<file path="src/rtl/blfb_pkg.sv">
package blfb_pkg;
   typedef enum logic {MODE_NORMAL = 1'b0, MODE_FAST = 1'b1} loop_mode_t;

   // settled lines required before leaving lead-in: 1,2,4,8
   function automatic logic [3:0] hold_lines(input logic [1:0] sel);
      return 4'd1 << sel;
   endfunction

   // left shift for the lead-in multiplier: N = 2 << sel
   function automatic logic [2:0] fast_shift(input logic [1:0] sel);
      return {1'b0, sel} + 3'd1;
   endfunction
endpackage

</file>
<file path="src/rtl/blfb_obavg.sv">
module blfb_obavg #(
   parameter int ADC_W    = 10,
   parameter int AVG_LOG2 = 3
) (
   input  logic                       clk,
   input  logic                       rst_n,
   input  logic                       ob_win,
   input  logic                       line_stb,
   input  logic [ADC_W-1:0]           adc_data,
   output logic                       win_full,
   output logic [ADC_W-1:0]           win_avg,
   output logic [AVG_LOG2:0]          smp_cnt
);
   localparam int NS = 1 << AVG_LOG2;
   localparam int CW = AVG_LOG2 + 1;
   localparam int SW = ADC_W + AVG_LOG2;
   localparam logic [CW-1:0] NS_C = CW'(NS);

   logic [CW-1:0] cnt_q;
   logic [SW-1:0] sum_q;

   always_ff @(posedge clk or negedge rst_n) begin
      if (!rst_n) begin
         cnt_q <= '0;
         sum_q <= '0;
      end else if (line_stb) begin
         cnt_q <= '0;
         sum_q <= '0;
      end else if (ob_win && (cnt_q != NS_C)) begin
         cnt_q <= cnt_q + CW'(1);
         sum_q <= sum_q + SW'(adc_data);
      end
   end

   assign win_full = (cnt_q == NS_C);
   assign win_avg  = sum_q[SW-1:AVG_LOG2];
   assign smp_cnt  = cnt_q;
endmodule

</file>
<file path="src/rtl/blfb_leadin_ctrl.sv">
module blfb_leadin_ctrl
   import blfb_pkg::*;
(
   input  logic       clk,
   input  logic       rst_n,
   input  logic       gain_chg,
   input  logic       upd_en,
   input  logic       settled,
   input  logic [1:0] hold_sel,
   output logic       fast
);
   loop_mode_t mode_q;
   logic [3:0] hold_q;
   logic [3:0] hold_nx;

   assign hold_nx = hold_q + 4'd1;

   always_ff @(posedge clk or negedge rst_n) begin
      if (!rst_n) begin
         mode_q <= MODE_NORMAL;
         hold_q <= '0;
      end else if (gain_chg) begin
         mode_q <= MODE_FAST;
         hold_q <= '0;
      end else if (upd_en && (mode_q == MODE_FAST)) begin
         if (!settled) begin
            hold_q <= '0;
         end else if (hold_nx >= hold_lines(hold_sel)) begin
            mode_q <= MODE_NORMAL;
            hold_q <= '0;
         end else begin
            hold_q <= hold_nx;
         end
      end
   end

   assign fast = (mode_q == MODE_FAST);
endmodule

</file>
<file path="src/rtl/blfb_drive_upd.sv">
module blfb_drive_upd
   import blfb_pkg::*;
#(
   parameter int ERR_W         = 11,
   parameter int DRV_W         = 10,
   parameter int GAIN_DIV_LOG2 = 1
) (
   input  logic                    clk,
   input  logic                    rst_n,
   input  logic                    upd_en,
   input  logic                    fast,
   input  logic [1:0]              mult_sel,
   input  logic signed [ERR_W-1:0] err,
   output logic [DRV_W-1:0]        drive
);
   localparam int SCW = ERR_W + 4;
   localparam int NW  = ((SCW > DRV_W) ? SCW : DRV_W) + 2;
   localparam logic [DRV_W-1:0]     DRV_MID = DRV_W'(1) << (DRV_W - 1);
   localparam logic [DRV_W-1:0]     DRV_MAX = '1;
   localparam logic signed [NW-1:0] LIM_HI  = NW'({1'b0, DRV_MAX});

   logic [2:0]              shamt;
   logic signed [SCW-1:0]   err_ext;
   logic signed [SCW-1:0]   scaled;
   logic signed [SCW-1:0]   step;
   logic signed [NW-1:0]    cur_s;
   logic signed [NW-1:0]    nxt_s;
   logic [DRV_W-1:0]        sat_v;
   logic [DRV_W-1:0]        drive_q;

   assign shamt   = fast ? fast_shift(mult_sel) : 3'd0;
   assign err_ext = SCW'(err);
   assign scaled  = err_ext <<< shamt;

   generate
      if (GAIN_DIV_LOG2 == 0) begin : g_unit_gain
         assign step = scaled;
      end else begin : g_div_gain
         assign step = scaled >>> GAIN_DIV_LOG2;
      end
   endgenerate

   assign cur_s = $signed(NW'({1'b0, drive_q}));
   assign nxt_s = cur_s - NW'(step);

   always_comb begin
      if (nxt_s < 0)
         sat_v = '0;
      else if (nxt_s > LIM_HI)
         sat_v = DRV_MAX;
      else
         sat_v = nxt_s[DRV_W-1:0];
   end

   always_ff @(posedge clk or negedge rst_n) begin
      if (!rst_n)
         drive_q <= DRV_MID;
      else if (upd_en)
         drive_q <= sat_v;
   end

   assign drive = drive_q;
endmodule

</file>
<file path="src/rtl/blfb_loop.sv">
module blfb_loop
   import blfb_pkg::*;
#(
   parameter int ADC_W         = 10,
   parameter int DRV_W         = 10,
   parameter int AVG_LOG2      = 3,
   parameter int CLAMP_CODE    = 64,
   parameter int SETTLE_LSB    = 16,
   parameter int GAIN_DIV_LOG2 = 1
) (
   input  logic             clk,
   input  logic             rst_n,
   input  logic             ob_win,
   input  logic             line_stb,
   input  logic [ADC_W-1:0] adc_data,
   input  logic             gain_chg,
   input  logic [1:0]       mult_sel,
   input  logic [1:0]       hold_sel,
   output logic [DRV_W-1:0] dac_drive
);
   localparam int ERR_W = ADC_W + 1;

   generate
      if (AVG_LOG2 < 1 || AVG_LOG2 > 8) begin : g_bad_avg
         $error("AVG_LOG2 out of range");
      end
      if (CLAMP_CODE < 0 || CLAMP_CODE >= (1 << ADC_W)) begin : g_bad_clamp
         $error("CLAMP_CODE outside ADC range");
      end
      if (DRV_W < 2) begin : g_bad_drv
         $error("DRV_W too small");
      end
      if (GAIN_DIV_LOG2 < 0 || GAIN_DIV_LOG2 > 4) begin : g_bad_div
         $error("GAIN_DIV_LOG2 out of range");
      end
   endgenerate

   localparam logic signed [ERR_W-1:0] CLAMP_S  = ERR_W'(CLAMP_CODE);
   localparam logic [ERR_W-1:0]        SETTLE_U = ERR_W'(SETTLE_LSB);

   logic                    win_full;
   logic [ADC_W-1:0]        win_avg;
   logic [AVG_LOG2:0]       smp_cnt;
   logic                    upd_en;
   logic signed [ERR_W-1:0] err;
   logic [ERR_W-1:0]        err_abs;
   logic                    settled;
   logic                    fast_q;

   blfb_obavg #(.ADC_W(ADC_W), .AVG_LOG2(AVG_LOG2)) u_avg (
      .clk(clk), .rst_n(rst_n), .ob_win(ob_win), .line_stb(line_stb),
      .adc_data(adc_data), .win_full(win_full), .win_avg(win_avg),
      .smp_cnt(smp_cnt)
   );

   assign upd_en  = line_stb & win_full;
   assign err     = $signed({1'b0, win_avg}) - CLAMP_S;
   assign err_abs = err[ERR_W-1] ? ERR_W'(-err) : ERR_W'(err);
   assign settled = (err_abs <= SETTLE_U);

   blfb_leadin_ctrl u_ctrl (
      .clk(clk), .rst_n(rst_n), .gain_chg(gain_chg), .upd_en(upd_en),
      .settled(settled), .hold_sel(hold_sel), .fast(fast_q)
   );

   blfb_drive_upd #(.ERR_W(ERR_W), .DRV_W(DRV_W), .GAIN_DIV_LOG2(GAIN_DIV_LOG2)) u_drv (
      .clk(clk), .rst_n(rst_n), .upd_en(upd_en), .fast(fast_q),
      .mult_sel(mult_sel), .err(err), .drive(dac_drive)
   );
endmodule

</file>
<file path="config.mk">
export PLATFORM = sky130hd
export DESIGN_NAME = blfb_loop
export DESIGN_NICKNAME = d
export VERILOG_FILES = /design/src/rtl/blfb_pkg.sv /design/src/rtl/blfb_obavg.sv /design/src/rtl/blfb_leadin_ctrl.sv /design/src/rtl/blfb_drive_upd.sv /design/src/rtl/blfb_loop.sv
export SDC_FILE = /design/constraint.sdc
export NUM_CORES = 1
export LEC_CHECK = 0
export BUFFER_PORTS_ARGS = -buffer_cell sky130_fd_sc_hd__buf_2
export CORE_MARGIN = 4
export CORE_UTILIZATION = 55
export DETAILED_ROUTE_END_ITERATION = 10
export PLACE_DENSITY = 0.78
export SYNTH_ARGS = -nofsm -noshare
export SYNTH_HDL_FRONTEND = slang
export SYNTH_SLANG_ARGS = --single-unit
export TNS_END_PERCENT = 1
</file>
<file path="constraint.sdc">
create_clock -name clk -period 3.42 [get_ports clk]
set_input_delay 0.684 -clock clk [delete_from_list [all_inputs] [get_ports clk]]
set_output_delay 0.684 -clock clk [all_outputs]
set_load 0.01 [all_outputs]
</file>
Word level (Yosys, flattened, before mapping)
Index checks and enable logic that the tools add are counted.

cells by class
  add/subtract/negate cells = 7
  order comparisons = 4
  equality and inequality tests = 2
  shifts and indexed selects = 2
  mux-type cells = 16
  bitwise operators = 1
  reductions and logical operators = 7

operator list
  kind                     number
  $mux W13                 2
  $mux W4                  6
  $mux W10                 2
  $gt A15 B11 Y1 const B   1
  $lt A15 B1 Y1 const B    1
  $sshl A11 B3 Y15         1
  $sub A11 B14 Y15         1
  $add A13 B10 Y13         1
  $le A11 B5 Y1 const B    1
  $mux W11                 1
  $neg A11 Y11             1
  $sub A10 B7 Y11 const B  1
  $add A4 B1 Y4 const B    2
  $reduce_bool A2 Y1       4
  $eq A4 B4 Y1 const B     1
  $ge A4 B4 Y1             1
  $mux W1                  4
  $ne A4 B4 Y1 const B     1
  $shl A1 B2 Y4 const A    1
  $add A2 B1 Y3 const B    1
  $mux W3                  1
  $reduce_and A3 Y1        1
  $logic_and A1 B1 Y1      2
  $and A1 B1 Y1            1

word-level totals
  flip-flop bits (word level) = 32
  input port bits = 19
  word-level logic and storage cells = 44

Logic depth before layout (Yosys ltp)
  depth after elaboration = 7
  gate-level depth with buffers = 16
  mapped depth without buffers = 14

Modules after synthesis
A second synthesis with hierarchy kept.

second synthesis, totals
  cells, all modules = 375
  area, all modules = 3270.6 um2

by module, submodules not included
  module            instances  cells each  area an instance (um2)
  blfb_drive_upd    1          175         1458.9
  blfb_obavg        1          150         1326.3
  blfb_leadin_ctrl  1          36          374.1
  blfb_loop         1          14          111.4

Worst setup path before layout
OpenSTA, ideal clock, no wires.

  kind = input -> register
  start = in mult_sel[0]
  end = reg u_drv.drive_q[0] (netlist: u_drv.drive[0])
  library setup time = 152 ps
  data arrival time = 3947 ps
  required time = 3268 ps
  path slack = -679 ps
  stages = 14
  path buffers = 2
  path through = ha_1 > and2_1 > clkbuf_1 > clkbuf_1 > mux2i_1 > nand2_1 > ha_1 > nor2b_1 > o31a_1 > o2111a_1 > or3_1 > a311o_1 > nand3_1 > a22oi_1

between the ends
  longest elaborated chain between the ends = 7
  elaborated cells on any way between the ends = 8
  those cells by class = 2 x add/sub; 2 x order compare; 1 x shift; 3 x mux

ends and longest elaborated chain
  what                    RTL line              RTL
  start: declaration      blfb_loop.sv:17       input logic [1:0] mult_sel,
  $add A2 B1 Y3 *         blfb_pkg.sv:11        return {1'b0, sel} + 3'd1;
  $mux W3 *               blfb_drive_upd.sv:31  assign shamt = fast ? fast_shift(mult_sel) : 3'd0;
  $sshl A11 B3 Y15 *      blfb_drive_upd.sv:33  assign scaled = err_ext <<< shamt;
  $sub A11 B14 Y15 *      blfb_drive_upd.sv:44  assign nxt_s = cur_s - NW'(step);
  $gt A15 B11 Y1          blfb_drive_upd.sv:49  else if (nxt_s > LIM_HI)
  $mux W10                blfb_drive_upd.sv:49
  $mux W10 *              blfb_drive_upd.sv:47  if (nxt_s < 0)
  end signal: assignment  blfb_drive_upd.sv:59  drive_q <= sat_v;
  end: declaration        blfb_drive_upd.sv:29  logic [DRV_W-1:0] drive_q;

Every way passes the cells marked *; elsewhere a longest branch is shown, timed or not.
A chain may end at the register's enable or synchronous reset.

Worst setup path after layout
  start = in mult_sel[1]
  end = reg u_drv.drive_q[1] (netlist: u_drv.drive[1])

The elaborated chain is that of the path after synthesis.

==> qor.yml <==
power:
  power_leakage_nw: 1.917
  total_power_mw: 1.744
  p_int_mw: 1.079
  p_sw_frac: 0.3813
  power.ir.vdd_worst_mv: 0.3500
  power_frac_clock: 0.241
  p_comb_frac: 0.517
  p_per_area_nw_per_um2: 407.6
  power.share.sequential: 0.241
  power.net_switching_mw: 0.6651
setup_path:
  class_of_the_most_critical_setup_path: "in -> reg"
  delay_heaviest_family_cp: "compound AO/OA/AOI/OAI gates"
  worst_setup_path_startpoint: "mult_sel[1]"
  worstSetupStartpointType: "primary input"
  critPathMaxStageDelay_ps: 360
  worst_r2r_path_depth: 16
  worstSetupPathDepth: 17
  required_time_at_the_worst_slack_endpoint_ps: 3640
  crit_fanout: 6
  crit_arrival_ps: 3830
  crit_path_end_kind: "register"
  worst_r2r_startpoint: "u_ctrl.fast$_DFFE_PN0P_"
  critPathSlowestCell: "o31a_1"
  timing.critical_path.buf_inv: 4
  critical_path.cell_chain: "buf_6, ha_4, buf_4, nand2_1, a21oi_2, a21oi_2, nand2_1, buf_4, ha_1, nor2b_1, o31a_1, o31a_1, a21o_1, nor3_2, o32ai_4, clkbuf_16, a22oi_2"
clock_tree:
  cts_tree: "done"
  clock_tree.root_cell: "clkbuf_8"
  clock_latency_ps: 300
  cts-root-to-sink-buffers: 2
  tritoncts.num_buffers: 5
  cts.sink_count: 32
  clk_pin_slew_ps: 70
  h-tree-depth: 2
  postCtsHoldBufs: 0
global_routing:
  grt_pass1_vias: 3312
  globalRouteOverflowTotal: 0
  grt_antenna_before_repair: 0
  maximum_number_of_pins_on_one_net_before_global_route_repair: 33
  grt_first_pass_wirelength_um: 15550
  globalRouteTotalUtil: 0.2939
floorplan:
  die_w_um: 82.78
  die_ar_um2: 6852
  core_um2: 5270
  die_y_um: 82.78
  row_count: 26
  initial_core_utilization: 0.5836
  ioPinCount: 29
yosys:
  synthDominantAreaCellType: "dfrtp_1"
  synth_warnings: 0
  synth.distinct_cells: 58
  synth-edff-count: 0
  postSynthCellCount: 373
  netlist.area_leader.share: 0.2522
  post_synth_instance_area_um2: 3075
  library_cell_with_the_highest_instance_count_after_synthesis: "nand2_1"
  seq_area_frac_synth: 0.2608
  synth.ff_latch_count: 32
  synth_top_cells_by_area: "dfrtp_1, ha_1, a21oi_1"
  ys_async_sr_fraction: 1.000
  synth_nets: 424
  post_synthesis_area_per_instance_um2: 8.245
  ys_dominant_reg_cell: "dfrtp_1"
  synth_common_cells: "nand2_1, a21oi_1, dfrtp_1"
route:
  drc_violation_count_after_routing: 0
  initialDrtViolationCount: 415
  drtAntennaViolNets: 0
  routed_via_density: 6.762
  vias_after_detailed_routing: 3604
  drt-pass1-iter-count: 5
  post_drt_wl_per_cell_um: 20.81
  totalWireLength_um: 11090
sta:
  setup_repair_after_global_routing_missed_its_margin: "yes"
  final-setup-viol-count: 10
  max_slew.worst_pin.slew_ps: 746.3
  fin_setup_tns_ps: -1742
  fmaxAchievable_ghz: 0.2768
  holdWs_ps: 441.5
  final-max-slew-violation-count: 0
  layout_min_cycle_time_ps: 3613
  setup_ws_ps: -192.6
  hold_viol_final: 0
  fin_crit_sh: 1.056
  slew_headroom: 0.5024
  worst_clock_skew_ps: 14.66
cells_and_area:
  multi_input_area_um2: 2460
  syn2layout_area_growth_pct: 39.14
  final_core_utilization: 0.8120
  layout.area.seq_um2: 803.3
  final_cell_area_um2: 4279
  finish.cell_count_without_fillers: 533
  nNetsFinal: 513
  antenna_cells_inserted: 0
  nFillCells: 320
  final_layout_size_suffix_gt1_frac: 0.3585
outcome:
  violations: "negative setup slack"
  run_status: "complete, but fails checks"
job:
  drv.max_cap_violation_count: 0
placed_design:
  port_buffers: 28
  placed_cells_incl_taps: 510
  placedInstanceArea_um2: 3692
  place.gp.congestion: 1.012
  hpwl_um: 6328
  dpl_worst_slack_ps: -516.3
worst_hold_path:
  worstHoldPathType: "in -> async"
==> cell usage in the layout, fill, tap and decap left out, types with 5 or more instances in the layout <==
master    count
clkbuf_8      7
nor2_1       25
ha_4          5
a211oi_1      5
a21oi_1      28
a22oi_2       9
dfrtp_1      30
a21o_1        7
nand2b_1      5
a21oi_2       7
buf_6         7
buf_2        26
xnor2_1      11
a31oi_1       5
buf_4        63
nand2_1      38
xor2_1        7
inv_1        16
nor3_1       11
o21a_1        6
nand3_1       7
ha_1         24
o21ai_0      14
==> kinds of logic after synthesis <==
family | after synthesis | share of synthesized area
xor+xnor | 18 | 0.05126
mux | 12 | 0.04760
compound gates | 118 | 0.2612
buf+inv | 34 | 0.04190
fa+ha+maj | 32 | 0.1351
simple gates | 127 | 0.2022
flops | 32 | 0.2608
==> final timing paths <==
path                                               end  slack, ps
min in group clk            u_drv.drive[9]$_DFFE_PN1P_        530
max reg2reg                 u_drv.drive[1]$_DFFE_PN0P_       -150
min                        u_avg.sum_q[12]$_DFFE_PN0P_        440
max in group asynchronous      u_ctrl.fast$_DFFE_PN0P_       2450
min reg2reg                 u_drv.drive[9]$_DFFE_PN1P_        530
max                         u_drv.drive[1]$_DFFE_PN0P_       -190
==> layer usage <==
layer	GRT usage	wire length, um	share of wire
met1	0.3907	4268	0.38
met2	0.4856	5266	0.47
met3	0.04212	985	0.089
met4	0.1095	570	0.051
met5	0	0	0
==> flip-flops by register name (all words and copies together), names as in the netlist <==
register	count
u_avg.sum_q	13
u_avg.smp_cnt	4
u_drv.drive	10
u_ctrl.fast	1
u_ctrl.hold_q	4
==> layout make-up <==
class / count / share of cell area
multi-input combinational: 308 / 0.5749
sequential: 32 / 0.1877
timing repair buffer: 99 / 0.1734
clock buffer: 7 / 0.02251
tap: 70 / 0.02047
inverter: 16 / 0.01404
clock inverter: 1 / 0.007018
==> power groups by stage <==
stage	Combinational, mW	Sequential (mW)	Clock [mW]
after detailed placement	0.649	0.424	0
after floorplan	0.427	0.417	0
after global routing	0.955	0.423	0.442
final	0.902	0.421	0.421
after global placement	0.630	0.423	0
after CTS	0.734	0.417	0.414
==> what timing repair did <==
action | in CTS | in global routing
resized for setup | 32 | 36
setup buffers | 6 | 7
endpoints found under the setup margin | 10 | 10
pin swaps | 14 | 20
gates cloned | 1 | 1
Note: power is estimated with default switching activity, not from simulation.
